<file path="config.mk">
export PLATFORM = sky130hd
export DESIGN_NAME = udma_burst_dev
export DESIGN_NICKNAME = d
export VERILOG_FILES = /design/src/rtl/udma_pkg.sv /design/src/rtl/udma_sync2.sv /design/src/rtl/udma_toggle_det.sv /design/src/rtl/udma_crc_step.sv /design/src/rtl/udma_burst_dev.sv
export SDC_FILE = /design/constraint.sdc
export NUM_CORES = 1
export LEC_CHECK = 0
export ABC_CLOCK_PERIOD_IN_PS = 6250
export BUFFER_PORTS_ARGS = -buffer_cell sky130_fd_sc_hd__buf_2
export CORE_MARGIN = 4
export CORE_UTILIZATION = 58
export CTS_CLUSTER_SIZE = 14
export DETAILED_ROUTE_END_ITERATION = 7
export GPL_ROUTABILITY_DRIVEN = 0
export PLACE_DENSITY_LB_ADDON = 0.12
export SLEW_MARGIN = 20
export SYNTH_ARGS = -nofsm -noshare
export SYNTH_HDL_FRONTEND = slang
export SYNTH_SLANG_ARGS = --single-unit
</file>
<file path="constraint.sdc">
create_clock -name clk -period 6.25 [get_ports clk]
set_clock_uncertainty 0.2 [all_clocks]
set_input_delay 0.625 -clock clk [delete_from_list [all_inputs] [get_ports clk]]
set_output_delay 0.625 -clock clk [all_outputs]
set_load 0.005 [all_outputs]
</file>
<file path="src/rtl/udma_pkg.sv">
package udma_pkg;
    localparam int UDMA_DW    = 16;
    localparam int UDMA_CW    = 16;
    localparam int UDMA_CRCW  = 16;
    localparam logic [UDMA_CRCW-1:0] UDMA_POLY = 16'h1021;
    localparam logic [UDMA_CRCW-1:0] UDMA_SEED = 16'h4ABA;

    typedef enum logic [2:0] {
        ST_IDLE,
        ST_REQ,
        ST_IN,
        ST_OUT,
        ST_DRAIN
    } burst_st_e;
endpackage

</file>
<file path="src/rtl/udma_sync2.sv">
module udma_sync2 #(
    parameter int W = 1
) (
    input  logic         clk,
    input  logic         rst_n,
    input  logic [W-1:0] d,
    output logic [W-1:0] q
);
    logic [W-1:0] meta_q;
    logic [W-1:0] sync_q;

    always_ff @(posedge clk or negedge rst_n) begin
        if (!rst_n) begin
            meta_q <= '0;
            sync_q <= '0;
        end else begin
            meta_q <= d;
            sync_q <= meta_q;
        end
    end

    assign q = sync_q;
endmodule

</file>
<file path="src/rtl/udma_toggle_det.sv">
module udma_toggle_det (
    input  logic clk,
    input  logic rst_n,
    input  logic lvl,
    output logic pulse
);
    logic prev_q;

    always_ff @(posedge clk or negedge rst_n) begin
        if (!rst_n) prev_q <= 1'b0;
        else        prev_q <= lvl;
    end

    // any change of the synchronized level, rising or falling
    assign pulse = lvl ^ prev_q;
endmodule

</file>
<file path="src/rtl/udma_crc_step.sv">
module udma_crc_step #(
    parameter int                DW    = 16,
    parameter int                CRC_W = 16,
    parameter logic [CRC_W-1:0]  POLY  = 16'h1021
) (
    input  logic [CRC_W-1:0] crc_in,
    input  logic [DW-1:0]    word,
    output logic [CRC_W-1:0] crc_out
);
    logic [CRC_W-1:0] acc;
    logic             fb;

    always_comb begin
        acc = crc_in;
        fb  = 1'b0;
        for (int i = DW - 1; i >= 0; i--) begin
            fb  = acc[CRC_W-1] ^ word[i];
            acc = {acc[CRC_W-2:0], 1'b0} ^ (fb ? POLY : '0);
        end
        crc_out = acc;
    end
endmodule

</file>
<file path="src/rtl/udma_burst_dev.sv">
module udma_burst_dev
    import udma_pkg::*;
#(
    parameter int                    DW    = UDMA_DW,
    parameter int                    CW    = UDMA_CW,
    parameter logic [UDMA_CRCW-1:0]  POLY  = UDMA_POLY,
    parameter logic [UDMA_CRCW-1:0]  SEED  = UDMA_SEED
) (
    input  logic                 clk,
    input  logic                 rst_n,
    input  logic                 start,
    input  logic                 dir_in,
    input  logic [CW-1:0]        word_count,
    output logic                 dev_req,
    input  logic                 host_ack,
    input  logic                 host_rdy,
    input  logic                 host_stb,
    output logic                 dev_rdy,
    output logic                 dev_stb,
    input  logic [DW-1:0]        bus_in,
    output logic [DW-1:0]        bus_out,
    output logic                 bus_oe,
    input  logic [DW-1:0]        tx_data,
    input  logic                 tx_empty,
    output logic                 tx_pop,
    output logic [DW-1:0]        rx_data,
    input  logic                 rx_full,
    output logic                 rx_push,
    input  logic [UDMA_CRCW-1:0] host_crc,
    output logic                 done,
    output logic                 crc_err
);
    localparam int CRCW = UDMA_CRCW;
    localparam int SW   = DW + 3;

    typedef struct packed {
        burst_st_e       st;
        logic            dir_in;
        logic [CW-1:0]   cnt;
        logic [CRCW-1:0] crc;
        logic [DW-1:0]   bus_out;
        logic            dev_stb;
        logic            done;
        logic            crc_err;
    } burst_regs_t;

    burst_regs_t r_d, r_q;

    // synchronized host side
    logic [SW-1:0] raw_host, syn_host;
    logic          ack_s, rdy_s, stb_s;
    logic [DW-1:0] bus_s;
    logic          stb_edge;

    assign raw_host = {host_ack, host_rdy, host_stb, bus_in};

    udma_sync2 #(.W(SW)) u_sync (
        .clk   (clk),
        .rst_n (rst_n),
        .d     (raw_host),
        .q     (syn_host)
    );

    assign {ack_s, rdy_s, stb_s, bus_s} = syn_host;

    udma_toggle_det u_edge (
        .clk   (clk),
        .rst_n (rst_n),
        .lvl   (stb_s),
        .pulse (stb_edge)
    );

    // one CRC step shared by both directions
    logic [DW-1:0]   crc_word;
    logic [CRCW-1:0] crc_next;

    assign crc_word = (r_q.st == ST_IN) ? tx_data : bus_s;

    udma_crc_step #(.DW(DW), .CRC_W(CRCW), .POLY(POLY)) u_crc (
        .crc_in  (r_q.crc),
        .word    (crc_word),
        .crc_out (crc_next)
    );

    logic send_ok, take_ok;

    always_comb begin
        r_d      = r_q;
        r_d.done = 1'b0;
        send_ok  = 1'b0;
        take_ok  = 1'b0;
        unique case (r_q.st)
            ST_IDLE: begin
                if (start && (word_count != '0)) begin
                    r_d.st      = ST_REQ;
                    r_d.dir_in  = dir_in;
                    r_d.cnt     = word_count;
                    r_d.crc     = SEED;
                    r_d.crc_err = 1'b0;
                end
            end
            ST_REQ: begin
                if (ack_s) r_d.st = r_q.dir_in ? ST_IN : ST_OUT;
            end
            ST_IN: begin
                send_ok = rdy_s && !tx_empty;
                if (send_ok) begin
                    r_d.bus_out = tx_data;
                    r_d.dev_stb = ~r_q.dev_stb;
                    r_d.crc     = crc_next;
                    r_d.cnt     = r_q.cnt - 1'b1;
                    if (r_q.cnt == CW'(1)) r_d.st = ST_DRAIN;
                end
            end
            ST_OUT: begin
                take_ok = stb_edge && !rx_full;
                if (take_ok) begin
                    r_d.crc = crc_next;
                    r_d.cnt = r_q.cnt - 1'b1;
                    if (r_q.cnt == CW'(1)) r_d.st = ST_DRAIN;
                end
            end
            ST_DRAIN: begin
                if (!ack_s) begin
                    r_d.st      = ST_IDLE;
                    r_d.done    = 1'b1;
                    r_d.crc_err = (r_q.crc != host_crc);
                end
            end
            default: r_d.st = ST_IDLE;
        endcase
    end

    always_ff @(posedge clk or negedge rst_n) begin
        if (!rst_n) begin
            r_q <= '{st: ST_IDLE, dir_in: 1'b0, cnt: '0, crc: SEED,
                     bus_out: '0, dev_stb: 1'b0, done: 1'b0, crc_err: 1'b0};
        end else begin
            r_q <= r_d;
        end
    end

    assign dev_req = (r_q.st == ST_REQ) || (r_q.st == ST_IN) || (r_q.st == ST_OUT);
    assign bus_oe  = (r_q.st == ST_IN);
    assign dev_rdy = (r_q.st == ST_OUT) && !rx_full;
    assign dev_stb = r_q.dev_stb;
    assign bus_out = r_q.bus_out;
    assign tx_pop  = send_ok;
    assign rx_push = take_ok;
    assign rx_data = bus_s;
    assign done    = r_q.done;
    assign crc_err = r_q.crc_err;
endmodule

</file>
==> metrics.md, run 1 <==
| Metric | Value |
|---|---|
| Post-Syn Area | 4700 sq um |
| CTS buffer count | 9 |
| Total track usage | between 20% and 30% |
| Pwr Density | ~550 nW/um^2 |
| Crit path time final | about 3.5 ns |
| WHS Endpoint | u_sync.q[5] |
| Worst path buffer plus inverter count | 1 |
| Number of H-tree levels | 3 |
| R2r worst-path depth | 8 |
| Crit end category | flip-flop |
| CTS max path bufs | 2 |
| Worst slew margin | 37.6% |
| CTS hold repair buffers | 1 |
| # Max-Cap Violations | 0 |
| R2r setup slk | approximately 2.7 ns |
| Clock share of power | around a fifth |
| Multi-input gate area in the final layout | 2020 sq um |
| Die area | ~9600 sq um |
| First-pass GRT wire length | about 17 mm |
| Worst Tran Pin Value | 0.933 ns |
| Via-to-Cell Ratio | about 5.4 |
| Routed via count | roughly 3300 |
| Sw Share | about 37% |
| Internal Power | ~1.9 mW |
| Mapped Nets | between 400 and 500 |
| Crit path max fanout | 15 |
| Die X | 98.0 um |
| Leakage power | 2.51 nW |
| Clock Latency Late Sink | 0.36 ns |
| Total congestion overflow | 0 |
| Nets@finish | around 570 |
| Most frequent cells in the layout | buf_2, dfrtp_1, xor2_1 |
| Slew Limit Fails | 0 |
| Status | complete, no violations |
| Cts repair resizes | 0 |
| Height of the chip | ~98 um |
| Worst hold path stage count | 0 |
| I/O pin count | 113 |
| Async S/R FF share, synth | 100% |
| Period utilisation layout | between 50% and 60% |
| Switching pwr | ~1.1 mW |
| Setup TNS | 0 ns |
| Number of remaining DRC errors | 0 |
| CP peak stage delay | 0.64 ns |
| Final setup fails | 0 |
| Routed Antenna Nets | 0 |
| #FFs+latches synth | 94 |
| Syn avg cell area | between 10 and 15 sq um |
| HP Start | u_sync.meta_q[5] |
| Root buf cell | clkbuf_8 |
| Slowest CP cell | dfrtp_1 |
| Pre-Repair DR Iteration Count | 4 |
| Post-DP HPWL | 7.51 mm |
| Worst vdd ir | around 0.00028 V |
| Drt total wl | approximately 10 mm |
| Reg-to-Reg End | r_q[26] |
| Layout cell share with drive strength beyond 1 | 33.8% |
| Clock-pin slew on the worst setup and hold paths | approximately 0.08 ns |
| Fill cells | roughly 590 |
| Final Total Pwr | a little under 3 mW |
| HP Class | reg -> reg |
| Most frequent CP cell | xnor2_2 |
| Post-synthesis sequential area ratio | 50.3% |
| CTS Sinks | 94 |
| Unique cell type count in the Yosys netlist | 46 |
| Post-synthesis cell count | approximately 410 |
| Largest net degree at the start of global routing | between 60 and 70 |
| Commonest non-fill, non-tap cell in the layout | buf_2 |
| Comb pwr share | 49.2% |
| DRT iter0 DRCs | between 150 and 200 |
| Critical Path Source Type | flip-flop |
| Synth Warn # | 0 |
| Post-CTS Setup Inserts | 0 |
| Core Region | ~8000 sq um |
| FF+latch area | 2360 sq um |
| Crit Path Category | reg -> reg |
| Port Buf Inserts | approximately 110 |
| Worst Hold Margin | 0.152 ns |
| RSZ-0062 raised after global routing | no |
| TritonCTS clock tree | yes |
| WL per Instance | approximately 17 um |
| Area Growth Syn to Fin | 15.1% |
| Vias in the first global route | between 3000 and 4000 |
| CP delay by family, top | XOR/XNOR gates |
| Seq pwr share | between 30% and 40% |
| FMAX | roughly 290 MHz |
| WP data required | around 6.3 ns |
| Primary FF master, synth | dfrtp_1 |
| Worst Path Arrival | 3.60 ns |
| N_diodes | 0 |
| Antenna violations before repair | 0 |
| Fin. Hold Viols | 0 |
| R2r startpoint | r_q[53] |
| EDFF count, synth | 0 |
| Row Count | 32 |
| Starting density of the core | 60.2% |
| Critical-path cell list | nor3b_4, buf_4, mux2i_1, xnor2_2, xnor3_2, xnor2_2, xor2_1, a221o_1 |
==> worst register-to-register path, cell delays in order, from the launching register on <==
cell and delay, ns:
dfrtp_1 0.64, nor3b_4 0.42, buf_4 0.36, mux2i_1 0.32
xnor2_2 0.23, xnor3_2 0.59, xnor2_2 0.20, xor2_1 0.17
a221o_1 0.32
==> through the flow <==
stage                     setup WS [ns]  util (%)  std cells  instance area, sq um
after floorplan                    3.50         -        411                  4700
after global placement             2.57      65.5        582                  5110
after detailed placement           2.78      65.5        582                  5120
after CTS                          2.74      69.3        599                  5410
after global routing               2.58      69.3        599                  5410
final                              2.74      69.3        599                  5410
==> power by group through the flow <==
stage,Combinational [mW],Clock (mW),Sequential (mW)
detailed placement,1.45,0,0.955
global route,1.60,0.594,0.972
floorplan,1.25,0,0.903
finish,1.46,0.557,0.948
CTS,1.46,0.567,0.945
global placement,1.42,0,0.948
==> Yosys cell counts, types with 4 or more instances <==
library cell	number	area share (%)
nor2_1	18	1.4
inv_1	5	0.40
dfrtp_1	86	46
mux2i_1	17	3.6
nand3_1	5	0.53
or4_1	4	0.64
nand2_1	31	2.5
xnor2_1	21	3.9
nor2b_1	4	0.53
nor3_1	10	1.1
o311ai_0	7	1.3
buf_4	32	5.1
nand2b_1	7	0.93
nor4_1	6	0.80
o21ai_0	26	2.8
dfstp_2	8	4.5
xnor2_2	8	2.8
a21oi_1	11	1.2
clkbuf_1	8	0.64
mux2_2	17	4.1
or3_1	4	0.53
xor2_1	33	6.1
o21ai_1	4	0.43
o211ai_1	4	0.64
==> registers in the layout, summed over array words and instances, names as in the netlist <==
register / cells
crc_err: 1
r_q: 36
bus_out: 16
u_sync.meta_q: 19
dev_stb: 1
done: 1
u_sync.q: 19
u_edge.prev_q: 1
==> logic make-up after synthesis <==
| group | after synthesis | share of synthesized area (%) |
|---|---|---|
| simple gates | 94 | 9.79 |
| flops | 94 | 50.3 |
| compound gates | 69 | 9.29 |
| xor+xnor | 67 | 15.3 |
| buf+inv | 51 | 7.16 |
| mux | 34 | 7.69 |
| fa+ha+maj | 2 | 0.532 |
==> worst max path at each step <==
stage               depth (start not counted)      startpoint  slack (ns)      end
floorplan                                   9  word_count[14]        3.50  r_q[39]
global placement                            8  word_count[14]        2.57  r_q[39]
detailed placement                          8         r_q[53]        2.78  r_q[26]
CTS                                         8         r_q[53]        2.74  r_q[26]
global route                                8         r_q[53]        2.58  r_q[34]
finish                                      8         r_q[53]        2.74  r_q[26]
==> routing by layer <==
metal / up-vias / GRT usage [%] / share of wire (%)
li1: 1562 / - / -
met1: 1575 / 32.1 / 45
met2: 111 / 33.5 / 47
met3: 11 / 5.71 / 6.6
met4: 0 / 7.67 / 1.5
met5: - / 0 / 0
==> final cells by class <==
cell class	count	share of cell area (%)
sequential	94	43.7
clock inverter	6	2.91
tap	102	2.36
inverter	5	0.347
multi-input combinational	266	37.4
clock buffer	10	2.36
timing repair buffer	116	11.0
Note: power is estimated with default switching activity, not from simulation.
==> run 2: changes to the inputs <==
--- a/config.mk
+++ b/config.mk
@@ -5,10 +5,10 @@
 export SDC_FILE = /design/constraint.sdc
 export NUM_CORES = 1
 export LEC_CHECK = 0
-export ABC_CLOCK_PERIOD_IN_PS = 6250
+export ABC_CLOCK_PERIOD_IN_PS = 2960
 export BUFFER_PORTS_ARGS = -buffer_cell sky130_fd_sc_hd__buf_2
 export CORE_MARGIN = 4
-export CORE_UTILIZATION = 58
+export CORE_UTILIZATION = 49
 export CTS_CLUSTER_SIZE = 14
 export DETAILED_ROUTE_END_ITERATION = 7
 export GPL_ROUTABILITY_DRIVEN = 0
==> constraint.sdc (replaced) <==
create_clock -name clk -period 2.96 [get_ports clk]
set_clock_uncertainty 0.2 [all_clocks]
set_input_delay 0.296 -clock clk [delete_from_list [all_inputs] [get_ports clk]]
set_output_delay 0.296 -clock clk [all_outputs]
set_load 0.005 [all_outputs]
==> run 2 against run 1 <==
Compared with the run above: core utilization shrank 5.1 points; count of clock-buffer cells in the layout unchanged; via count up 6.3%; setup slack worse by 2.6 ns; highest routed layer unchanged; critical path type is now in -> reg; power increased by 110%; sequential power rose by 110%; cell area rose by 10%; register-to-register slack got worse by 2.6 ns; sequential cell count unchanged; non-clock buffer count up 57.
==> metrics.md, run 2 (synthesized netlist as in run 1, its figures left out) <==
| Metric | Value |
|---|---|
| Number of H-tree levels | 3 (unchanged) |
| R2r setup slk | 0.12 ns (-2.62 ns) |
| Slowest CP cell | dlygate4sd3_1 |
| Leakage power | 2.75 nW (+9.3%) |
| Root buf cell | clkbuf_8 |
| Total track usage | 20.9% (-1.5 points) |
| Pre-Repair DR Iteration Count | 4 (unchanged) |
| Setup TNS | 0 ns (unchanged) |
| Row Count | 35 (+9.4%) |
| DRT iter0 DRCs | 115 (-41%) |
| Worst Path Arrival | 2.88 ns (-0.72 ns) |
| Post-DP HPWL | 7.94 mm (+5.7%) |
| Starting density of the core | 50.6% (-9.6 points) |
| Worst Slack Setup Final | 0.0971 ns (-2.64 ns) |
| Clock-pin slew on the worst setup and hold paths | 0.09 ns (about the same) |
| Routed via count | 3465 (+6.3%) |
| Worst Tran Pin Value | 0.862 ns (-0.0708 ns) |
| Crit path max fanout | 34 (+19) |
| First-pass GRT wire length | 18.5 mm (+8.5%) |
| Setup crit end | r_q[42] |
| Port Buf Inserts | 112 (unchanged) |
| R2r startpoint | r_q[54] |
| Core Region | 9280 sq um (+19%) |
| Die area | 11200 sq um (+17%) |
| Critical-path cell list | dlygate4sd3_1, buf_2, or4_1, o41ai_1, buf_4, nand2b_1, mux2i_1, nand2b_1, buf_12, o21ai_0, o311ai_0 |
| Period utilisation layout | a little over nine tenths |
| Worst Setup SP | word_count[15] |
| CP peak stage delay | 0.53 ns (-0.11 ns) |
| Final setup fails | 0 (unchanged) |
| Largest net degree at the start of global routing | 50 (-24%) |
| Vias in the first global route | 3757 (+11%) |
| Worst slew margin | 42.1% (+4.5 points) |
| Antenna violations before repair | 0 (unchanged) |
| Number of remaining DRC errors | 0 (unchanged) |
| Most frequent CP cell | nand2b_1 |
| CTS buffer count | 9 (unchanged) |
| Routed Antenna Nets | 0 (unchanged) |
| RSZ-0062 raised after global routing | no |
| Die X | 106 um (+8.1%) |
| Core Util, Final | 64.2% (-5.1 points) |
| CTS max path bufs | 2 (unchanged) |
| Crit end category | flip-flop |
| Height of the chip | 106 um (+8.1%) |
| Slew Limit Fails | 0 (unchanged) |
| Commonest non-fill, non-tap cell in the layout | buf_2 |
| Reg-to-Reg End | r_q[26] |
| Crit path time final | ~2.9 ns |
| TritonCTS clock tree | yes |
| Fill cells | 751 (+27%) |
| R2r worst-path depth | 8 (unchanged) |
| Area Growth Syn to Fin | 26.7% |
| WL per Instance | 16.5 um (-3.1%) |
| Status | complete, no violations |
| Crit Path Category | in -> reg |
| Max reg flops | 36 (unchanged) |
| FMAX | approximately 350 MHz |
| Pwr Density | 1050 nW/um^2 (+91%) |
| Reg with most FFs | r_q |
| Worst vdd ir | 0.000562 V (+100%) |
| HP Class | in -> reg |
| Placement Setup Slack | 0.144 ns (-2.64 ns) |
| Most frequent cells in the layout | buf_2, dfrtp_1, dlygate4sd3_1 |
| Worst path buffer plus inverter count | 4 (+3) |
| Clock Latency Late Sink | 0.36 ns (about the same) |
| Drt total wl | 11.3 mm (+10%) |
| Total congestion overflow | 0 (unchanged) |
| Fin. Hold Viols | 0 (unchanged) |
| CP delay by family, top | buffers and inverters |
| Critical Path Stages | 11 (+3) |
| Via-to-Cell Ratio | 5.07 (-6.8%) |
| Layout cell share with drive strength beyond 1 | 32.7% (-1.1 points) |
| I/O pin count | 113 (unchanged) |
| Critical Path Source Type | input pin |
| N_diodes | 0 (unchanged) |
| Nets@finish | 624 (+10%) |
| CTS Sinks | 94 (unchanged) |
| # Max-Cap Violations | 0 (unchanged) |
| WP data required | 2.98 ns (-3.36 ns) |
run 2: cell count changes in the layout (fill, tap and decap cells not counted), sizes merged:
cell	change
clkinv	+3
dlygate4sd3	+45
bufinv	-4
inv	+1
buf	+12
run 2: how the worst min path moves through the flow:
stage | from | to | slack, ns | cells after the start
2_1_floorplan | rst_n | bus_out[0] | -0.20 | 0
5_1_grt | tx_data[1] | bus_out[1] | 0.009 | 2
3_3_place_gp | u_sync.meta_q[11] | u_sync.q[11] | 0.13 | 0
6_report | word_count[4] | r_q[39] | 0.01 | 3
4_1_cts | tx_data[1] | bus_out[1] | 0.00006 | 2
3_5_place_dp | rst_n | u_sync.q[16] | 0.14 | 1
run 2: per-stage QoR:
stage | cells | hold WS, ns | total power, mW | instance area (sq um)
floorplan | 411 | -0.200 | 4.55 | 4700
global placement | 618 | 0.132 | 5.13 | 5250
detailed placement | 618 | 0.136 | 5.18 | 5250
CTS | 680 | 0.0000628 | 6.13 | 5910
global route | 683 | 0.00918 | 6.66 | 5960
finish | 683 | 0.00964 | 6.23 | 5960
run 2: per-layer routing:
layer | vias to the layer above | routed length, um | GRT usage, %
li1 | 1676 | - | -
met1 | 1660 | 5170 | 28.5
met2 | 114 | 5190 | 32.4
met3 | 15 | 722 | 5.95
met4 | 0 | 178 | 6.66
met5 | - | 0 | 0
run 2: power by group:
part,switching (mW),total (mW),internal [mW],leakage (nW)
registers,0.291,1.97,1.68,1.13
logic,1.65,3.37,1.72,1.51
clock network,0.467,0.885,0.418,0.103
total,2.41,6.23,3.82,2.75
run 2: repair_timing:
action                                  CTS  global route
endpoints found under the setup margin    0             4
gates resized for setup                   0             4
hold endpoints to repair                 85             0
hold buffers                             46             0
buffers inserted                          0             3
run 2: layout make-up:
type / instances / area, sq um / share of cell area [%]
clock buffer: 10 / 138 / 2.31
clock inverter: 6 / 68.8 / 1.15
inverter: 5 / 18.8 / 0.315
multi-input combinational: 266 / 2030 / 34.0
sequential: 94 / 2360 / 39.6
tap: 129 / 161 / 2.71
timing repair buffer: 173 / 1180 / 19.8
run 2: worst min-delay path, delay by kind of cell:
family,cells,cell delay [ns]
AOI/OAI and AO/OA,1,0.09
and+or+nand+nor,1,0.05
buffers and inverters,1,0.08
